$ cat src/rtl/pio_timer_pkg.sv
package pio_timer_pkg;

    localparam int NUM_BANKS = 2;
    localparam int PULSE_W   = 4;
    localparam int REC_W     = 4;
    localparam int SETUP_W   = 2;
    localparam int CFG_AW    = 3;
    localparam int CFG_DW    = 8;
    localparam int SLOT_CNT  = 2 * NUM_BANKS;
    localparam int SLOT_W    = $clog2(SLOT_CNT);
    localparam int CNT_W     = $clog2((1 << REC_W) + 2);

    localparam logic [CFG_AW-1:0] ADDR_MISC = CFG_AW'(SLOT_CNT);
    localparam logic [CFG_AW-1:0] ADDR_CTRL = CFG_AW'(SLOT_CNT + 1);

    localparam int MISC_SETUP_LSB = 4;
    localparam int CTRL_SPLIT_BIT = 2;

    typedef enum logic [1:0] {
        PH_IDLE,
        PH_SETUP,
        PH_DATA,
        PH_RECOV
    } phase_t;

    // Packed layout matches the register: pulse in the high nibble.
    typedef struct packed {
        logic [PULSE_W-1:0] pulse_enc;
        logic [REC_W-1:0]   rec_enc;
    } cyc_timing_t;

    typedef struct packed {
        logic [SETUP_W-1:0] setup_enc;
        cyc_timing_t        cyc;
    } xfer_timing_t;

    // Recovery is stored as count-2; the down counter needs count-1.
    function automatic logic [CNT_W-1:0] rec_load(input logic [REC_W-1:0] enc);
        return CNT_W'(enc) + CNT_W'(1);
    endfunction

endpackage

$ cat src/rtl/pio_timing_regs.sv
module pio_timing_regs
    import pio_timer_pkg::*;
(
    input  logic              clk,
    input  logic              rst,
    input  logic              cfg_we_i,
    input  logic [CFG_AW-1:0] cfg_addr_i,
    input  logic [CFG_DW-1:0] cfg_wdata_i,
    input  logic              drive_sel_i,
    input  logic              rw_write_i,
    output xfer_timing_t      timing_o
);

    cyc_timing_t        slot_tab [SLOT_CNT];
    logic [SETUP_W-1:0] setup_q;
    logic               split_q;
    logic               bank_sel;
    logic [SLOT_W-1:0]  slot_sel;

    for (genvar b = 0; b < NUM_BANKS; b++) begin : g_bank
        for (genvar d = 0; d < 2; d++) begin : g_dir
            cyc_timing_t slot_q;
            always_ff @(posedge clk) begin
                if (rst) begin
                    slot_q <= '1;
                end else if (cfg_we_i && cfg_addr_i == CFG_AW'(2 * b + d)) begin
                    slot_q <= cyc_timing_t'(cfg_wdata_i);
                end
            end
            assign slot_tab[2 * b + d] = slot_q;
        end
    end

    always_ff @(posedge clk) begin
        if (rst) begin
            setup_q <= '1;
            split_q <= 1'b0;
        end else if (cfg_we_i) begin
            if (cfg_addr_i == ADDR_MISC) begin
                setup_q <= cfg_wdata_i[MISC_SETUP_LSB +: SETUP_W];
            end
            if (cfg_addr_i == ADDR_CTRL) begin
                split_q <= cfg_wdata_i[CTRL_SPLIT_BIT];
            end
        end
    end

    always_comb begin
        bank_sel = split_q ? drive_sel_i : 1'b0;
        slot_sel = {bank_sel, rw_write_i};
        timing_o.setup_enc = setup_q;
        timing_o.cyc       = slot_tab[slot_sel];
    end

    // With the split bit clear, drive 1 must read bank A registers.
    AST_SHARED_BANK: assert property (@(posedge clk) disable iff (rst)
        (!split_q && drive_sel_i) |-> (timing_o.cyc == slot_tab[{1'b0, rw_write_i}]));

endmodule

$ cat src/rtl/pio_phase_seq.sv
module pio_phase_seq
    import pio_timer_pkg::*;
(
    input  logic         clk,
    input  logic         rst,
    input  logic         start_i,
    input  logic         rw_write_i,
    input  xfer_timing_t timing_i,
    output phase_t       phase_o,
    output logic         xfer_write_o,
    output logic         done_o
);

    phase_t            phase_q;
    logic [CNT_W-1:0]  cnt_q;
    cyc_timing_t       lat_q;
    logic              wr_q;
    logic              done_q;
    logic              cnt_zero;

    assign cnt_zero = (cnt_q == '0);

    always_ff @(posedge clk) begin
        if (rst) begin
            phase_q <= PH_IDLE;
            cnt_q   <= '0;
            lat_q   <= '1;
            wr_q    <= 1'b0;
            done_q  <= 1'b0;
        end else begin
            done_q <= 1'b0;
            case (phase_q)
                PH_IDLE: begin
                    if (start_i) begin
                        phase_q <= PH_SETUP;
                        cnt_q   <= CNT_W'(timing_i.setup_enc);
                        lat_q   <= timing_i.cyc;
                        wr_q    <= rw_write_i;
                    end
                end
                PH_SETUP: begin
                    if (cnt_zero) begin
                        phase_q <= PH_DATA;
                        cnt_q   <= CNT_W'(lat_q.pulse_enc);
                    end else begin
                        cnt_q <= cnt_q - 1'b1;
                    end
                end
                PH_DATA: begin
                    if (cnt_zero) begin
                        phase_q <= PH_RECOV;
                        cnt_q   <= rec_load(lat_q.rec_enc);
                    end else begin
                        cnt_q <= cnt_q - 1'b1;
                    end
                end
                PH_RECOV: begin
                    if (cnt_zero) begin
                        phase_q <= PH_IDLE;
                        done_q  <= 1'b1;
                    end else begin
                        cnt_q <= cnt_q - 1'b1;
                    end
                end
                default: phase_q <= PH_IDLE;
            endcase
        end
    end

    assign phase_o      = phase_q;
    assign xfer_write_o = wr_q;
    assign done_o       = done_q;

    AST_SETUP_BOUND: assert property (@(posedge clk) disable iff (rst)
        (phase_q == PH_SETUP) |-> (cnt_q < CNT_W'(1 << SETUP_W)));

    AST_RECOV_BOUND: assert property (@(posedge clk) disable iff (rst)
        (phase_q == PH_RECOV) |-> (cnt_q <= CNT_W'(1 << REC_W)));

    AST_SETUP_TO_DATA: assert property (@(posedge clk) disable iff (rst)
        ($past(phase_q) == PH_SETUP && phase_q != PH_SETUP) |-> (phase_q == PH_DATA));

    AST_DATA_TO_RECOV: assert property (@(posedge clk) disable iff (rst)
        ($past(phase_q) == PH_DATA && phase_q != PH_DATA) |-> (phase_q == PH_RECOV));

    AST_START_IGNORED: assert property (@(posedge clk) disable iff (rst)
        (start_i && (phase_q == PH_DATA || phase_q == PH_RECOV)) |=> (phase_q != PH_SETUP));

    AST_DIR_HELD: assert property (@(posedge clk) disable iff (rst)
        (phase_q != PH_IDLE && $past(phase_q) != PH_IDLE) |-> $stable(wr_q));

endmodule

$ cat src/rtl/pio_cycle_timer.sv
module pio_cycle_timer
    import pio_timer_pkg::*;
(
    input  logic              clk,
    input  logic              rst,
    input  logic              start_i,
    input  logic              rw_write_i,
    input  logic              drive_sel_i,
    input  logic              cfg_we_i,
    input  logic [CFG_AW-1:0] cfg_addr_i,
    input  logic [CFG_DW-1:0] cfg_wdata_i,
    output logic              addr_valid_o,
    output logic              rd_strobe_o,
    output logic              wr_strobe_o,
    output logic              busy_o,
    output logic              done_o
);

    xfer_timing_t sel_timing;
    phase_t       phase;
    logic         xfer_write;

    pio_timing_regs u_regs (
        .clk         (clk),
        .rst         (rst),
        .cfg_we_i    (cfg_we_i),
        .cfg_addr_i  (cfg_addr_i),
        .cfg_wdata_i (cfg_wdata_i),
        .drive_sel_i (drive_sel_i),
        .rw_write_i  (rw_write_i),
        .timing_o    (sel_timing)
    );

    pio_phase_seq u_seq (
        .clk          (clk),
        .rst          (rst),
        .start_i      (start_i),
        .rw_write_i   (rw_write_i),
        .timing_i     (sel_timing),
        .phase_o      (phase),
        .xfer_write_o (xfer_write),
        .done_o       (done_o)
    );

    assign busy_o       = (phase != PH_IDLE);
    assign addr_valid_o = (phase == PH_SETUP) || (phase == PH_DATA);
    assign rd_strobe_o  = (phase == PH_DATA) && !xfer_write;
    assign wr_strobe_o  = (phase == PH_DATA) && xfer_write;

    AST_ONE_STROBE: assert property (@(posedge clk) disable iff (rst)
        $onehot0({rd_strobe_o, wr_strobe_o}));

    AST_STROBE_QUALIFIED: assert property (@(posedge clk) disable iff (rst)
        (rd_strobe_o || wr_strobe_o) |-> (addr_valid_o && busy_o));

    AST_DONE_ENDS_BUSY: assert property (@(posedge clk) disable iff (rst)
        done_o |-> (!busy_o && $past(busy_o)));

    AST_DONE_SINGLE: assert property (@(posedge clk) disable iff (rst)
        done_o |=> !done_o);

endmodule

$ cat config.mk
export PLATFORM = sky130hd
export DESIGN_NAME = pio_cycle_timer
export DESIGN_NICKNAME = d
export VERILOG_FILES = /design/src/rtl/pio_timer_pkg.sv /design/src/rtl/pio_timing_regs.sv /design/src/rtl/pio_phase_seq.sv /design/src/rtl/pio_cycle_timer.sv
export SDC_FILE = /design/constraint.sdc
export NUM_CORES = 1
export LEC_CHECK = 0
export BUFFER_PORTS_ARGS = -buffer_cell sky130_fd_sc_hd__buf_2
export CELL_PAD_IN_SITES_DETAIL_PLACEMENT = 1
export CELL_PAD_IN_SITES_GLOBAL_PLACEMENT = 1
export CORE_AREA = 2 2 90 75
export CTS_BUF_LIST = sky130_fd_sc_hd__clkbuf_16
export CTS_CLUSTER_DIAMETER = 200
export DETAILED_ROUTE_END_ITERATION = 16
export DIE_AREA = 0 0 92 77
export PLACE_DENSITY = 0.75
export SLEW_MARGIN = 20
export SYNTH_ARGS = -nofsm -noshare
export SYNTH_HDL_FRONTEND = slang
export SYNTH_SLANG_ARGS = --single-unit
$ cat constraint.sdc
create_clock -name clk -period 1.9 [get_ports clk]
set_input_delay 0.285 -clock clk [delete_from_list [all_inputs] [get_ports clk]]
set_output_delay 0.285 -clock clk [all_outputs]
set_load 0.01 [all_outputs]
# [Word-level counts from Yosys, hierarchy flattened]
# Cells that the tools add are included.
[classes] add_sub_neg=2 n_lt_le_gt_ge=1 n_eq_ne=13 mux=15 n_bitwise=2 n_reduce_logical=18
[op_table] operator="5-bit two-way mux" n=4
[op_table] operator="5-bit case mux with 4 select lines" n=1
[op_table] operator="8-bit binary-select mux with 2-bit select" n=1
[op_table] operator="8-bit two-way mux" n=2
[op_table] operator="2-bit two-way mux" n=4
[op_table] operator="2-bit case mux with 4 select lines" n=1
[op_table] operator="2-bit AND reduction" n=4
[op_table] operator="3-bit by 2-bit == test with 1-bit output (second input constant)" n=2
[op_table] operator="3-bit == test (second input constant)" n=2
[op_table] operator="1-bit logical AND" n=6
[op_table] operator="2-bit by 1-bit != test with 1-bit output (second input constant)" n=3
[op_table] operator="4-bit by 1-bit adder with 5-bit output (second input constant)" n=1
[op_table] operator="5-bit zero test" n=1
[op_table] operator="5-bit by 1-bit subtractor with 5-bit output (second input constant)" n=1
[op_table] operator="2-bit == test (second input constant)" n=2
[op_table] operator="2-bit != test (second input constant)" n=2
[op_table] operator="4-bit AND reduction" n=1
[op_table] operator="3-bit by 1-bit == test with 1-bit output (second input constant)" n=1
[op_table] operator="3-bit >= comparator (second input constant)" n=1
[op_table] operator="3-bit zero test" n=1
[op_table] operator="2-bit inverter with 3-bit output" n=1
[op_table] operator="2-bit by 1-bit == test with 1-bit output (second input constant)" n=1
[op_table] operator="2-bit zero test" n=1
[op_table] operator="1-bit two-way mux" n=2
[op_table] operator="5 further kinds" n=5
[word_totals] register_bits=52 input_bits=17 elab_cells=67

# [Depth between registers and ports, before layout]
[logic_depth] depth_word=5 depth_mapped=7

# [Modules after synthesis]
# A second synthesis with hierarchy kept.
[unflattened] cells_unflattened=264 area_unflattened_um2=2586.2
[modules_own_cells] module="pio_timing_regs" n_inst=1 cells_per_inst=140 area_per_inst_um2=1522.7
[modules_own_cells] module="pio_phase_seq" n_inst=1 cells_per_inst=117 area_per_inst_um2=1011.0
[modules_own_cells] module="pio_cycle_timer" n_inst=1 cells_per_inst=7 area_per_inst_um2=52.6

# [Worst setup path before layout]
# No wires, ideal clock.
[synth_timing] kind="flip-flop to flip-flop" start="register u_seq.phase_q[0], in the netlist u_seq.phase_o[0]" end="register u_seq.cnt_q[0]" setup_time_ns=0.133 arrival_time_ns=1.677 required_ns=1.767 slack_ns=0.090 stages_incl_launch_ff=7 path_buffers=0 synth_period_minus_slack_ns=1.810 path_cell_list="dfxtp_1 > inv_1 > ha_1 > or3_1 > a21boi_2 > a221oi_1 > o41ai_1"
[synth_between] elab_chain_len=3 elab_cells_between_ends=8 classes_between="5 x eq/ne; 1 x mux; 2 x reduce/logical"
[synth_rtl] item="start, declared" line="pio_phase_seq.sv:14" text="phase_t phase_q;"
[synth_rtl] item="start signal, assigned" line="pio_phase_seq.sv:25" text="phase_q <= PH_IDLE;"
[synth_rtl] item="start signal, assigned" line="pio_phase_seq.sv:35" text="phase_q <= PH_SETUP;"
[synth_rtl] item="start signal, assigned" line="pio_phase_seq.sv:43" text="phase_q <= PH_DATA;"
[synth_rtl] item="2-bit == test / 2-bit zero test (equally long branches)" line="pio_phase_seq.sv:32" text="case (phase_q)"
[synth_rtl] item="2-bit != test (no line)"
[synth_rtl] item="2-bit AND reduction (no line)"
[synth_rtl] item="end signal, assigned" line="pio_phase_seq.sv:36" text="cnt_q <= CNT_W'(timing_i.setup_enc);"
[synth_rtl] item="end signal, assigned" line="pio_phase_seq.sv:44" text="cnt_q <= CNT_W'(lat_q.pulse_enc);"
[synth_rtl] item="end signal, assigned" line="pio_phase_seq.sv:46" text="cnt_q <= cnt_q - 1'b1;"
[synth_rtl] item="end, declared" line="pio_phase_seq.sv:15" text="logic [CNT_W-1:0] cnt_q;"
# Several ways; a longest one is shown, not always the timed one.
# A chain may end at the register's enable or synchronous reset.

# [Worst setup path after layout]
# Ends and elaborated chain as after synthesis.

==> reports/metrics.yaml <==
drt_first_iter_violations: 61
outcome: "finished, final reports clean"
crit_path_start_kind: "flop"
switching_share: 0.364
synthArstFlopShare: 0
synth.largest_area_cell: "sky130_fd_sc_hd__dfxtp_1"
worstSkewPairLatency_ns: 0.30
yosys.area_share.adder: 0.0403
p_switching_mw: 1.30
worst_setup_path_startpoint: "u_seq.phase_o[0]$_SDFFE_PP0P_"
antenna_violating_nets_post_route: 0
power.internal_mw: 2.27
syn-mean-instance-area_um2: 9.43
seq_area_mm2: 0.00104
wire_length_of_the_first_global_routing_pass_um: 10600
cts_setup_buffers: 0
clock_sinks: 52
rr_endpoint: "u_seq.cnt_q[0]$_SDFFE_PP0P_"
dp.final_hpwl_um: 4460
slew_headroom: 0.578
fp.dieH_um: 77
endpoint_kind: "flop"
syn-instance-count: 263
max_clock_freq_ghz: 0.567
io_buffers: 21
synth_top_family_by_area: "simple AND/OR/NAND/NOR gates"
routed-via-count: 1996
yosys-mux-area-fraction: 0.186
tns_ns: 0
area_growth_syn_to_layout_pct: 16.5
combPwrFrac: 0.370
routed_via_density: 5.34
period_minus_slack_ns: 1.76
critical_path_class: "reg2reg"
power.total_mw: 3.58
grt_max_degree: 42
die_width_um: 92
post_drt_wl_per_cell_um: 16.6
initial_core_util: 0.401
yosys_register_bits: 52
cts_max_path_buffers: 2
post_synth_and_or_nand_nor_area_fraction: 0.237
power-per-cell-area_mw_per_mm2: 1240
multi_input_combinational_cell_area_mm2: 0.00136
cts_made_buffers: 5
synth-main-ff-cell: "sky130_fd_sc_hd__dfxtp_1"
hold_path_class: "in2reg"
power.ir.vdd_worst_mv: 0.517
placement_rows: 26
finalHoldWorstSlack_ns: 0.254
setup-violations-final: 0
required_time_at_the_worst_slack_endpoint_ns: 2.09
synth_compound_area_frac: 0.0691
clock_skews_ns: 0.00354
r2r_cells: 6
ioPinCount: 22
worst_slew_pin_slew_ns: 0.632
grt_setup_unrepaired: "false"
grt_util_met2: 0.305
grt_util_met3: 0.0314
synth_top_cells_by_count: "58 x sky130_fd_sc_hd__nand2_1, 52 x sky130_fd_sc_hd__dfxtp_1, 30 x sky130_fd_sc_hd__nand3_1, 28 x sky130_fd_sc_hd__mux2i_1, 10 x sky130_fd_sc_hd__inv_1"
antennaDiodeCount: 0
critical_path_arrival_ns: 1.95
synth.distinct_cells: 42
grt_usage: 0.189
synthesis.yosys.warnings: 0
first_global_vias: 2090
final_min_period_over_clock_period: 0.928
p_leak_nw: 1.16
fillerInstances: 711
overflow: 0
drtPass1Iterations: 4
drive_gt1_frac: 0.207
drc: 0
yosysMostFrequentCell: "sky130_fd_sc_hd__nand2_1"
globalplace.congestion: 0.802
hold_viol_final: 0
register_area_share_after_synthesis: 0.420
top_usage_layer: "met2"
seq_power_share: 0.369
count_of_flip_flops_with_a_built_in_enable_after_synthesis: 0
slew_viol_final: 0
antenna_violations_before_repair: 0
fp.dieArea_mm2: 0.00708
finalWirelength_um: 6200
yosys-top-cells-area: "sky130_fd_sc_hd__dfxtp_1 42%, sky130_fd_sc_hd__mux2i_1 11%, sky130_fd_sc_hd__nand2_1 8.8%"
nNetsFinal: 314
critical_path.max_fanout: 4
cts-root-buf: "sky130_fd_sc_hd__clkbuf_16"
cts_tree: "built"
h-tree-depth: 2
count_of_max_cap_constraint_violations: 0
worst_setup_path_endpoint: "u_seq.cnt_q[0]$_SDFFE_PP0P_"
cts.clk_slew.worst_paths_ns: 0.07
r2r_start: "u_seq.phase_o[0]$_SDFFE_PP0P_"
post-route-util: 0.468
area_share_of_xor_xnor_cells_in_the_synthesized_design: 0.0141
reg2reg_setup_slack_ns: 0.14
core_mm2: 0.00618
clock_power_share: 0.261
yosysTopAreaCellShare: 0.420
synthesis.area_mm2: 0.00248
synth_nets: 288
globalRouteMet1Util: 0.256
## placed cells by master (no fill, tap or decap), types with 2 or more instances in the layout
cell and instances:
sky130_fd_sc_hd__nand2b_1 2, sky130_fd_sc_hd__nor3_1 4, sky130_fd_sc_hd__nor3b_1 2, sky130_fd_sc_hd__nand2_1 58
sky130_fd_sc_hd__buf_2 21, sky130_fd_sc_hd__a22oi_1 3, sky130_fd_sc_hd__mux4_2 8, sky130_fd_sc_hd__buf_4 9
sky130_fd_sc_hd__o21ai_0 3, sky130_fd_sc_hd__mux2i_1 28, sky130_fd_sc_hd__o211ai_1 2, sky130_fd_sc_hd__ha_1 8
sky130_fd_sc_hd__nand3_1 30, sky130_fd_sc_hd__xnor2_1 2, sky130_fd_sc_hd__a221oi_1 2, sky130_fd_sc_hd__o41ai_1 2
sky130_fd_sc_hd__dfxtp_2 2, sky130_fd_sc_hd__inv_6 2, sky130_fd_sc_hd__nor2b_1 3, sky130_fd_sc_hd__clkbuf_16 5
sky130_fd_sc_hd__nor2_1 9, sky130_fd_sc_hd__inv_1 10, sky130_fd_sc_hd__dfxtp_1 50, sky130_fd_sc_hd__xor2_1 2
sky130_fd_sc_hd__nor3_2 2
## layer usage
| metal | wire (um) | vias up |
|---|---|---|
| met1 | 3050 | 987 |
| met5 | 0 | - |
| met3 | 191 | 9 |
| met4 | 97 | 0 |
| met2 | 2870 | 29 |
| li1 | - | 971 |
## what timing repair did
action                                  in CTS  in global routing
hold buffers                                 0                  0
endpoints found under the setup margin       0                  5
endpoints found under the hold margin        0                  0
resized for setup                            0                  3
## sequential cells by signal, indices dropped and copies added, names as in the netlist
| signal | count |
|---|---|
| u_regs.split_q | 1 |
| u_seq.phase_o | 2 |
| u_regs.setup_q | 2 |
| u_seq.cnt_q | 5 |
| u_regs.g_bank.g_dir.slot_q | 32 |
| u_seq.xfer_write_o | 1 |
| u_seq.lat_q | 8 |
| u_seq.done_o | 1 |
## per-stage QoR
stage / std cells / cell area [um^2] / worst slack [ns]
2_1_floorplan: 263 / 2480 / 0.0902
3_3_place_gp: 366 / 2730 / 0.173
3_5_place_dp: 366 / 2730 / 0.0628
4_1_cts: 374 / 2880 / 0.0549
5_1_grt: 374 / 2890 / 0.0127
6_report: 374 / 2890 / 0.137
## logic make-up (layout without fill, tap and decap cells)
family	Yosys count	in the layout
fa+ha+maj	8	8
xor+xnor	4	4
mux	36	36
compound gates	21	21
flops	52	52
simple gates	120	120
buf+inv	22	49
## critical path: stages, from the launching register on
cell and delay, ns:
sky130_fd_sc_hd__dfxtp_2 0.36, sky130_fd_sc_hd__inv_1 0.08, sky130_fd_sc_hd__ha_1 0.22, sky130_fd_sc_hd__or3_1 0.37, sky130_fd_sc_hd__a21boi_2 0.19, sky130_fd_sc_hd__a221oi_1 0.31, sky130_fd_sc_hd__o41ai_1 0.11
## how the worst min path moves through the flow
| stage | cells after the start | from | endpoint | slack [ns] |
|---|---|---|---|---|
| global route | 3 | cfg_wdata_i[6] | u_regs.g_bank[1].g_dir[0].slot_q[6]$_SDFFE_PP1P_ | 0.27 |
| CTS | 3 | cfg_wdata_i[6] | u_regs.g_bank[1].g_dir[1].slot_q[6]$_SDFFE_PP1P_ | 0.25 |
| floorplan | 2 | cfg_wdata_i[2] | u_regs.g_bank[1].g_dir[1].slot_q[2]$_SDFFE_PP1P_ | 0.41 |
| global placement | 2 | u_regs.g_bank[1].g_dir[1].slot_q[7]$_SDFFE_PP1P_ | u_regs.g_bank[1].g_dir[1].slot_q[7]$_SDFFE_PP1P_ | 0.45 |
| detailed placement | 2 | u_regs.g_bank[0].g_dir[0].slot_q[6]$_SDFFE_PP1P_ | u_regs.g_bank[0].g_dir[0].slot_q[6]$_SDFFE_PP1P_ | 0.46 |
| finish | 3 | cfg_wdata_i[6] | u_regs.g_bank[1].g_dir[1].slot_q[6]$_SDFFE_PP1P_ | 0.25 |
## layout make-up
cell class	count	area share
Timing Repair Buffer	31	0.0667
Inverter	10	0.0130
Clock buffer	5	0.0433
Clock inverter	3	0.00866
Multi-Input combinational cell	189	0.471
Sequential cell	52	0.361
Tap cell	84	0.0364
## power by group through the flow
stage	Combinational [mW]	Sequential, mW	Clock, mW
detailed placement	1.30	1.33	0
global route	1.47	1.34	1.01
floorplan	0.952	1.30	0
finish	1.32	1.32	0.934
CTS	1.31	1.31	0.955
global placement	1.26	1.33	0
Power figures use the tool's default switching activity.
